<file path="src/rtl/uart_fe_pkg.sv">
// Shared definitions for the UART frame engine: oversampling constants,
// the decoded mode fields and the positions of the received-word flags.
// Assumes a 16-bit mode word whose unused bits are don't-care.
package uart_fe_pkg;

    localparam int OVS     = 16;
    localparam int SUB_W   = $clog2(OVS);
    localparam int WORD_W  = 13;
    localparam int B_PE    = 8;
    localparam int B_OVR   = 9;
    localparam int B_FE    = 10;
    localparam int B_BRK   = 11;
    localparam int B_VLD   = 12;

    typedef struct packed {
        logic cts_gate;
        logic par_en;
        logic par_odd;
        logic two_stop;
        logic seven;
    } fmt_t;

    // Pick the format fields out of the mode word.
    function automatic fmt_t decode_fmt(input logic [15:0] w);
        fmt_t f;
        f.seven    = w[0];
        f.two_stop = w[2];
        f.par_odd  = w[3];
        f.par_en   = w[4];
        f.cts_gate = w[6];
        return f;
    endfunction

endpackage

</file>
<file path="src/rtl/uart_baud_tick.sv">
// Oversampling strobe generator: one-cycle tick every (div+1) clocks, giving
// 16 ticks per bit. Assumes div is changed only while the line is quiet.
module uart_baud_tick #(
    parameter int DIV_W = 16
) (
    input  logic             clk,
    input  logic             rst_n,
    input  logic [DIV_W-1:0] div,
    output logic             tick
);
    logic [DIV_W-1:0] cnt;

    assign tick = (cnt >= div);

    // Count clocks up to the divider and wrap.
    always_ff @(posedge clk) begin
        if (!rst_n)    cnt <= '0;
        else if (tick) cnt <= '0;
        else           cnt <= cnt + 1'b1;
    end

    p_wrap_after_overshoot_r1: assert property (@(posedge clk) disable iff (!rst_n)
        (cnt > div) |=> (cnt == '0));
    p_tick_spacing_r1: assert property (@(posedge clk) disable iff (!rst_n)
        (tick && div != '0) |=> (!tick || div == '0));
endmodule

</file>
<file path="src/rtl/uart_tx_core.sv">
// Frame serializer: start bit, LSB-first data, optional parity, 1 or 2 stop
// bits, 16 ticks per bit. Format is latched on acceptance. Break forcing
// overrides the line without disturbing the frame state.
module uart_tx_core
    import uart_fe_pkg::*;
(
    input  logic       clk,
    input  logic       rst_n,
    input  logic       tick,
    input  fmt_t       fmt,
    input  logic       brk_force,
    input  logic       cts,
    input  logic [7:0] data,
    input  logic       valid,
    output logic       ready,
    output logic       txd,
    output logic       idle
);
    typedef enum logic [2:0] {T_IDLE, T_START, T_DATA, T_PAR, T_STOP} tst_t;
    localparam logic [SUB_W-1:0] SUB_LAST = SUB_W'(OVS - 1);

    tst_t             st;
    logic [SUB_W-1:0] sub;
    logic [2:0]       bidx;
    logic [7:0]       shreg;
    logic             par_acc;
    logic             stop_more;
    fmt_t             fm;
    logic             line;
    logic [2:0]       last_idx;

    assign last_idx = fm.seven ? 3'd6 : 3'd7;
    assign ready    = (st == T_IDLE) && (!fmt.cts_gate || cts);
    assign idle     = (st == T_IDLE);
    assign txd      = brk_force ? 1'b0 : line;

    // Line level for the current frame position.
    always_comb begin
        case (st)
            T_START: line = 1'b0;
            T_DATA:  line = shreg[0];
            T_PAR:   line = par_acc ^ fm.par_odd;
            default: line = 1'b1;
        endcase
    end

    // Frame sequencer: accept a byte, then step one bit every 16 ticks.
    always_ff @(posedge clk) begin
        if (!rst_n) begin
            st <= T_IDLE; sub <= '0; bidx <= '0; shreg <= '0;
            par_acc <= 1'b0; stop_more <= 1'b0; fm <= '0;
        end else if (st == T_IDLE) begin
            if (valid && ready) begin
                shreg <= data; fm <= fmt; sub <= '0; bidx <= '0;
                par_acc <= 1'b0; st <= T_START;
            end
        end else if (tick) begin
            if (sub != SUB_LAST) begin
                sub <= sub + 1'b1;
            end else begin
                sub <= '0;
                case (st)
                    T_START: st <= T_DATA;
                    T_DATA: begin
                        par_acc <= par_acc ^ shreg[0];
                        shreg   <= {1'b0, shreg[7:1]};
                        if (bidx == last_idx) begin
                            st        <= fm.par_en ? T_PAR : T_STOP;
                            stop_more <= fm.two_stop;
                        end else begin
                            bidx <= bidx + 1'b1;
                        end
                    end
                    T_PAR: begin
                        st        <= T_STOP;
                        stop_more <= fm.two_stop;
                    end
                    default: begin
                        if (stop_more) stop_more <= 1'b0;
                        else           st <= T_IDLE;
                    end
                endcase
            end
        end
    end

    p_cts_gate_r5: assert property (@(posedge clk) disable iff (!rst_n)
        (st == T_START && $past(st == T_IDLE) && fm.cts_gate) |-> $past(cts));
    p_bit_index_r2: assert property (@(posedge clk) disable iff (!rst_n)
        (st == T_DATA) |-> (bidx <= last_idx));
    p_start_low_r6: assert property (@(posedge clk) disable iff (!rst_n)
        (st == T_START) |-> !txd);
endmodule

</file>
<file path="src/rtl/uart_rx_core.sv">
// Oversampling deserializer: synchronizes the line, confirms the start bit at
// the eighth tick, samples each later bit 16 ticks apart and builds the
// tagged result word. The format is latched when a start edge is seen.
module uart_rx_core
    import uart_fe_pkg::*;
(
    input  logic              clk,
    input  logic              rst_n,
    input  logic              tick,
    input  logic              seven,
    input  logic              par_en,
    input  logic              par_odd,
    input  logic              rxd,
    input  logic              consume,
    output logic [WORD_W-1:0] word
);
    typedef enum logic [2:0] {R_IDLE, R_START, R_DATA, R_PAR, R_STOP} rst_t;
    localparam logic [SUB_W-1:0] SUB_LAST = SUB_W'(OVS - 1);
    localparam logic [SUB_W-1:0] SUB_MID  = SUB_W'(OVS / 2 - 1);

    rst_t             st;
    logic [SUB_W-1:0] sub;
    logic [2:0]       bidx;
    logic [7:0]       dat;
    logic             s1, s2, armed, ones, par_acc, perr;
    logic             r_seven, r_par_en, r_odd;
    logic             brk_c;

    assign brk_c = !ones && !s2;

    // Two-stage synchronizer for the asynchronous line.
    always_ff @(posedge clk) begin
        if (!rst_n) begin s1 <= 1'b1; s2 <= 1'b1; end
        else        begin s1 <= rxd;  s2 <= s1;   end
    end

    // Receive sequencer and result-word holder.
    always_ff @(posedge clk) begin
        if (!rst_n) begin
            st <= R_IDLE; sub <= '0; bidx <= '0; dat <= '0; armed <= 1'b0;
            ones <= 1'b0; par_acc <= 1'b0; perr <= 1'b0; word <= '0;
            r_seven <= 1'b0; r_par_en <= 1'b0; r_odd <= 1'b0;
        end else begin
            if (consume) word[B_VLD] <= 1'b0;
            if (tick) begin
                case (st)
                    R_IDLE: begin
                        if (s2) armed <= 1'b1;
                        else if (armed) begin
                            st <= R_START; sub <= '0;
                            r_seven <= seven; r_par_en <= par_en; r_odd <= par_odd;
                        end
                    end
                    R_START: begin
                        if (sub != SUB_MID) sub <= sub + 1'b1;
                        else if (!s2) begin
                            st <= R_DATA; sub <= '0; bidx <= '0; dat <= '0;
                            ones <= 1'b0; par_acc <= 1'b0; perr <= 1'b0;
                        end else st <= R_IDLE;
                    end
                    default: begin
                        if (sub != SUB_LAST) sub <= sub + 1'b1;
                        else begin
                            sub <= '0;
                            case (st)
                                R_DATA: begin
                                    dat[bidx] <= s2;
                                    ones      <= ones | s2;
                                    par_acc   <= par_acc ^ s2;
                                    if (bidx == (r_seven ? 3'd6 : 3'd7))
                                        st <= r_par_en ? R_PAR : R_STOP;
                                    else
                                        bidx <= bidx + 1'b1;
                                end
                                R_PAR: begin
                                    ones <= ones | s2;
                                    perr <= par_acc ^ s2 ^ r_odd;
                                    st   <= R_STOP;
                                end
                                default: begin
                                    word  <= {1'b1, brk_c, !s2 && !brk_c,
                                              word[B_VLD] && !consume,
                                              perr && !brk_c, dat};
                                    st    <= R_IDLE;
                                    armed <= 1'b0;
                                end
                            endcase
                        end
                    end
                endcase
            end
        end
    end

    p_break_excludes_fe_r10: assert property (@(posedge clk) disable iff (!rst_n)
        word[B_BRK] |-> (!word[B_FE] && !word[B_PE]));
    p_valid_from_stop_r8: assert property (@(posedge clk) disable iff (!rst_n)
        $rose(word[B_VLD]) |-> $past(st == R_STOP && tick));
    p_consume_clears_r12: assert property (@(posedge clk) disable iff (!rst_n)
        (consume && st != R_STOP) |=> !word[B_VLD]);
    p_start_confirm_r13: assert property (@(posedge clk) disable iff (!rst_n)
        (st == R_DATA && $past(st == R_START)) |-> $past(!s2));
endmodule

</file>
<file path="src/rtl/uart_frame_engine.sv">
// Top of the UART frame engine: bit-rate tick generator, transmitter and
// receiver sharing one decoded mode word. Assumes rxd is asynchronous and
// that baud_div changes only between frames.
module uart_frame_engine
    import uart_fe_pkg::*;
#(
    parameter int DIV_W = 16
) (
    input  logic              clk,
    input  logic              rst_n,
    input  logic [15:0]       mode_word,
    input  logic [DIV_W-1:0]  baud_div,
    input  logic              brk_force,
    input  logic              cts,
    input  logic [7:0]        tx_data,
    input  logic              tx_valid,
    output logic              tx_ready,
    output logic              txd,
    output logic              tx_idle,
    input  logic              rxd,
    input  logic              rx_consume,
    output logic [WORD_W-1:0] rx_word
);
    fmt_t fmt;
    logic tick;
    logic unused_mode_bits;

    assign fmt = decode_fmt(mode_word);
    assign unused_mode_bits = ^{mode_word[15:7], mode_word[5], mode_word[1]};

    uart_baud_tick #(.DIV_W(DIV_W)) u_tick (
        .clk(clk), .rst_n(rst_n), .div(baud_div), .tick(tick)
    );

    uart_tx_core u_tx (
        .clk(clk), .rst_n(rst_n), .tick(tick), .fmt(fmt),
        .brk_force(brk_force), .cts(cts), .data(tx_data), .valid(tx_valid),
        .ready(tx_ready), .txd(txd), .idle(tx_idle)
    );

    uart_rx_core u_rx (
        .clk(clk), .rst_n(rst_n), .tick(tick), .seven(fmt.seven),
        .par_en(fmt.par_en), .par_odd(fmt.par_odd), .rxd(rxd),
        .consume(rx_consume), .word(rx_word)
    );

    p_break_line_low_r6: assert property (@(posedge clk) disable iff (!rst_n)
        brk_force |-> !txd);
endmodule

</file>
<file path="config.mk">
export PLATFORM = sky130hd
export DESIGN_NAME = uart_frame_engine
export DESIGN_NICKNAME = d
export VERILOG_FILES = /design/src/rtl/uart_fe_pkg.sv /design/src/rtl/uart_baud_tick.sv /design/src/rtl/uart_tx_core.sv /design/src/rtl/uart_rx_core.sv /design/src/rtl/uart_frame_engine.sv
export SDC_FILE = /design/constraint.sdc
export NUM_CORES = 1
export LEC_CHECK = 0
export BUFFER_PORTS_ARGS = -buffer_cell sky130_fd_sc_hd__clkbuf_2
export CAP_MARGIN = 30
export CORE_ASPECT_RATIO = 0.8
export CORE_MARGIN = 2
export CORE_UTILIZATION = 57
export DETAILED_ROUTE_END_ITERATION = 7
export PLACE_DENSITY_LB_ADDON = 0.05
export SLEW_MARGIN = 15
export SYNTH_ARGS = -nofsm -noshare
export SYNTH_HDL_FRONTEND = slang
export SYNTH_SLANG_ARGS = --single-unit
</file>
<file path="constraint.sdc">
create_clock -name clk -period 2.4 [get_ports clk]
set_input_delay 0.24 -clock clk [delete_from_list [all_inputs] [get_ports clk]]
set_output_delay 0.24 -clock clk [all_outputs]
set_load 0.03 [all_outputs]
</file>
## Word level (Yosys, flattened, before mapping)

Index checks and enable logic that the tools add are counted.

| cells by class | value |
|---|---|
| eq/ne operators | 29 |
| add/sub/neg operators | 5 |
| muxes and demuxes | 83 |
| magnitude comparators | 3 |
| bitwise operators | 15 |
| reduce and logical (&&, ||, !) cells | 38 |

Operators with widths:

| operator | count |
|---|---|
| 3-bit 2-to-1 mux | 24 |
| 8-bit 2-to-1 mux | 9 |
| 13-bit 2-to-1 mux | 4 |
| 4-bit 2-to-1 mux | 9 |
| 6-bit AND reduction | 4 |
| 1-bit 2-to-1 mux | 22 |
| 5-bit AND reduction | 4 |
| 3-bit case mux with 2 select lines | 3 |
| 16-bit by 1-bit adder with 16-bit output, second input constant | 1 |
| 16-bit greater-or-equal comparator | 1 |
| 2-bit inequality test, second input constant | 8 |
| 8-bit case mux with 2 select lines | 1 |
| 4-bit AND reduction | 4 |
| 3-bit by 2-bit == test with 1-bit output, second input constant | 4 |
| 2-bit by 1-bit inequality test with 1-bit output, second input constant | 5 |
| 1-bit NOT | 10 |
| 2-bit nonzero test | 5 |
| 3-bit case mux with 3 select lines | 1 |
| 4-bit by 1-bit adder with 4-bit output, second input constant | 2 |
| 8-bit bitwise mux | 1 |
| 4-bit by 3-bit inequality test with 1-bit output, second input constant | 2 |
| 4-bit inequality test, second input constant | 2 |
| 1-bit case mux with 2 select lines | 4 |
| 4-bit case mux with 2 select lines | 1 |
| other kinds (20) | 42 |

| word-level totals | value |
|---|---|
| bits of input ports | 47 |
| register bits | 80 |

## Longest topological paths before layout

| logic depth | value |
|---|---|
| word-level depth | 8 |
| mapped depth | 10 |
| mapped depth without buffers | 8 |

## By module

Synthesis repeated with hierarchy kept, for this count alone.

| unflattened totals | value |
|---|---|
| cells, all modules | 511 |
| area total of the unflattened synthesis | 4,247.8 um^2 |

By module, submodules not included:

| module | cells each | area each (um^2) | seq. area each (um^2) | times used |
|---|---|---|---|---|
| uart_rx_core | 234 | 1,964.4 | 800.8 | 1 |
| uart_tx_core | 150 | 1,217.4 | 480.5 | 1 |
| uart_baud_tick | 127 | 1,066.0 | 320.3 | 1 |

## Worst setup path before layout

Ideal clock, no wire load.

| path | value |
|---|---|
| kind | register to register |
| start point | reg u_tick.cnt[9] |
| end point | reg u_rx.word[12] |
| path slack | 433 ps |
| setup time | 115 ps |
| buffers on the path | 2 |
| data arrival time | 1,853 ps |
| clock period less this slack | 1,967 ps |
| stages on the path, launching flop included | 10 |
| cell sequence | dfxtp_1 ha_1 a21o_1 a221o_1 a21oi_2 o21a_4 buf_6 buf_6 nor2_1 o21a_1 |

| on the way | value |
|---|---|
| word-level cells in the longest chain between the ends | 2 |

RTL lines:

| item | RTL line | RTL |
|---|---|---|
| start: declaration | uart_baud_tick.sv:11 | `logic [DIV_W-1:0] cnt;` |
| start signal: assignment | uart_baud_tick.sv:19 | `else cnt <= cnt + 1'b1;` |
| 16-bit greater-or-equal comparator | uart_baud_tick.sv:13 | `assign tick = (cnt >= div);` |
| 13-bit 2-to-1 mux | uart_rx_core.sv:45 | `if (tick) begin` |
| end signal: assignment | uart_rx_core.sv:81 | `word <= {1'b1, brk_c, !s2 && !brk_c,` |
| end: declaration | uart_rx_core.sv:15 | `output logic [WORD_W-1:0] word` |

Every way passes these cells.
A chain may end at the register's enable or synchronous reset.

## Final worst setup path

| path | value |
|---|---|
| start point | reg u_tick.cnt[13] |
| end point | reg u_rx.bidx[2] |

| on the way | value |
|---|---|
| word-level cells in the longest chain between the ends | 2 |

RTL lines:

| item | RTL line | RTL |
|---|---|---|
| 16-bit greater-or-equal comparator | uart_baud_tick.sv:13 |  |
| 7-bit AND reduction (no line) | n/a |  |
| end signal: assignment | uart_rx_core.sv:73 | `bidx <= bidx + 1'b1;` |
| end: declaration | uart_rx_core.sv:23 | `logic [2:0] bidx;` |

Every way passes these cells.

==> results.toml <==
[floorplan]
core_region_area_sq_mm = 0.007427
rows = 28
ioPinCount = 63
die_h_um = 82.41
initial_core_util = 0.5898
die_w_um = 102.0
die_area_sq_mm = 0.008407

[worst_hold_path]
min_path_type = "in2reg"

[detailed_routing]
drtAntennaViolNets = 0
wl_um = 10090
wire_per_inst_um = 14.82
drcViolationCount = 0
drt_iter0_markers = 181
dr.pass1.iters = 7
viasPerCell = 5.809
vias = 3956

[final_layout]
finalNetCount = 639
layout_common_cells = "dfxtp_1, clkbuf_2, nand3_1, nand2_1, nor2_1"
finalInstanceArea_sq_mm = 0.005029
drive_gt1_frac = 0.1892
num-fill-cells = 692
area_growth_pct = 14.80
fin_cells = 681
n_antenna_cell = 0
final_common_cell = "dfxtp_1"

[clock_tree]
clk_pin_slew_ps = 80
clockBufferDepth = 2
cts_buffers = 9
clk_latency_ps = 350
clock-sinks = 80
cts_root_buffer = "clkbuf_8"
cts_tree = "done"
cts_max_level = 3

[yosys]
syn-cell-area_sq_mm = 0.004380
mappedNetlistNets = 586
syn_inst = 518
async_flop_share = 0
avgSynthCellArea_sq_um = 8.456
synth_edf_count = 0
synth_flop_cell = "dfxtp_1"
synth-seq-cells = 80
synth.distinct_cells = 68
ys_warn_count = 0
ys_seq_area_frac = 0.3656

[timing]
grt_setup_unrepaired = "false"
timing.hold.ws_ps = 66.18
max_freq_mhz = 439.9
maxSlewHeadroom = 0.5503
fin_crit_sh = 0.9473
worst_clock_skew_ps = 8.180
period_minus_slack_ps = 2273
worstMarginPinSlew_ps = 672.1
final_max_slew_viol_count = 0
finalHoldViolCount = 0
setup-violations-final = 0
setup_tns_ps = 0

[pwr]
finalPower_mw = 2.735
ir_worst_vdd_mv = 0.3814
p_leak_nw = 2.147
p_per_area_mw_per_mm2 = 543.9

[job]
drv_cap = 0

[global_route]
grt_pass1_wl_um = 16790
grt_pass1_vias = 3473
grt_usage = 0.2496
gr-total-overflow = 0
antenna_found_initial = 0
grt_max_degree = 40

[critical_path]
start_kind = "register"
arrival_ps = 2560
cp_max_fo = 15
end_kind = "register"
cp.required_ps = 2690
critPathKind = "reg2reg"

[place]
place_hpwl_um = 7253
gp_congestion = 0.8802
post-place-cells = 661
place_area_sq_mm = 0.004772
io_buffers = 51

[run_status]
status = "completed"
flip-flops by register name (all words and copies together), names as in the netlist, 3 cells and up:
signal and flops:
u_rx.bidx 3, u_rx.dat 8, u_rx.st 3, u_rx.sub 4, u_rx.word 13, u_tick.cnt 16, u_tx.bidx 3, u_tx.fm 4
u_tx.shreg 8, u_tx.st 3, u_tx.sub 4
stage by stage:
step / worst slack, ps / utilization
2_1_floorplan: 432.8 / -
3_3_place_gp: 107.9 / 0.6425
3_5_place_dp: 32.61 / 0.6425
4_1_cts: 54.13 / 0.6713
5_1_grt: 16.11 / 0.6771
6_report: 126.6 / 0.6771
cells in the mapped netlist, types with 3 or more instances:
library cell  instances  area share
a21oi_1              23       0.026
a31oi_1               5      0.0071
and3_1                8       0.011
buf_2                11       0.013
clkbuf_1             15       0.013
dfxtp_1              80        0.37
ha_1                 21       0.060
inv_1                26       0.022
mux2i_1              23       0.053
nand2_1              41       0.035
nand2b_1              8       0.011
nand3_1              45       0.051
nand3b_1              4      0.0069
nand4_1               6      0.0086
nand4b_1              5       0.010
nor2_1               40       0.034
nor2b_1               3      0.0043
nor3_1                8      0.0091
o2111ai_1             3      0.0060
o211a_1               7       0.016
o211ai_1             31       0.053
o21ai_0              18       0.021
o21ai_1               6      0.0069
o22ai_1               5      0.0071
or3_1                 3      0.0043
xnor2_1              10       0.020
xor2_1               10       0.020
per-layer routing:
| metal | share of wire | track usage | wire length (um) |
|---|---|---|---|
| met1 | 0.51 | 0.3812 | 5148 |
| met2 | 0.43 | 0.3612 | 4369 |
| met3 | 0.047 | 0.04377 | 473 |
| met4 | 0.0097 | 0.06400 | 98 |
| met5 | 0 | 0 | 0 |
final cells by class:
| type | count | area, sq um | area share |
|---|---|---|---|
| multi-input cells | 378 | 2534 | 0.5039 |
| flip-flops and latches | 80 | 1602 | 0.3185 |
| repair buffers | 75 | 447.9 | 0.08908 |
| clock buffers | 10 | 137.6 | 0.02737 |
| well taps | 105 | 131.4 | 0.02613 |
| inverters | 27 | 101.3 | 0.02015 |
| clock inverters | 6 | 75.07 | 0.01493 |
power by group:
group / total [mW] / switching, mW / leakage, nW / internal (mW)
clock network: 1.05 / 0.526 / 0.105 / 0.525
registers: 1.39 / 0.0311 / 0.648 / 1.36
logic: 0.291 / 0.167 / 1.39 / 0.124
total: 2.73 / 0.724 / 2.15 / 2.01
cells by family after synthesis:
kind of cell,synth area share
simple gates,0.2088
compound gates,0.2094
flops,0.3656
buf+inv,0.05998
mux,0.05256
xor+xnor,0.04370
fa+ha+maj,0.05998
what timing repair did:
item	4_1_cts	5_1_grt
setup buffers	0	4
gates resized for setup	1	2
cloned	0	0
setup endpoints to repair	2	22
hold endpoints to repair	0	0
pin swaps	0	2
hold buffers	0	0
critical path: stages, from the launching register on:
cell       delay (ps)
dfxtp_1           360
ha_1              310
nand2_1            50
nor2_1            160
nand4_1           170
o21a_4            330
a2111oi_1         560
a41o_1            280
final timing paths:
check / depth (start not counted) / slack (ps) / start / end
min reg2reg: 1 / 430 / u_rx.s1 / u_rx.s2
min: 2 / 70 / rxd / u_rx.s1
max reg2reg: 7 / 130 / u_tick.cnt[13] / u_rx.bidx[2]
max: 7 / 130 / u_tick.cnt[13] / u_rx.bidx[2]
(Power assumes the default switching activity.)
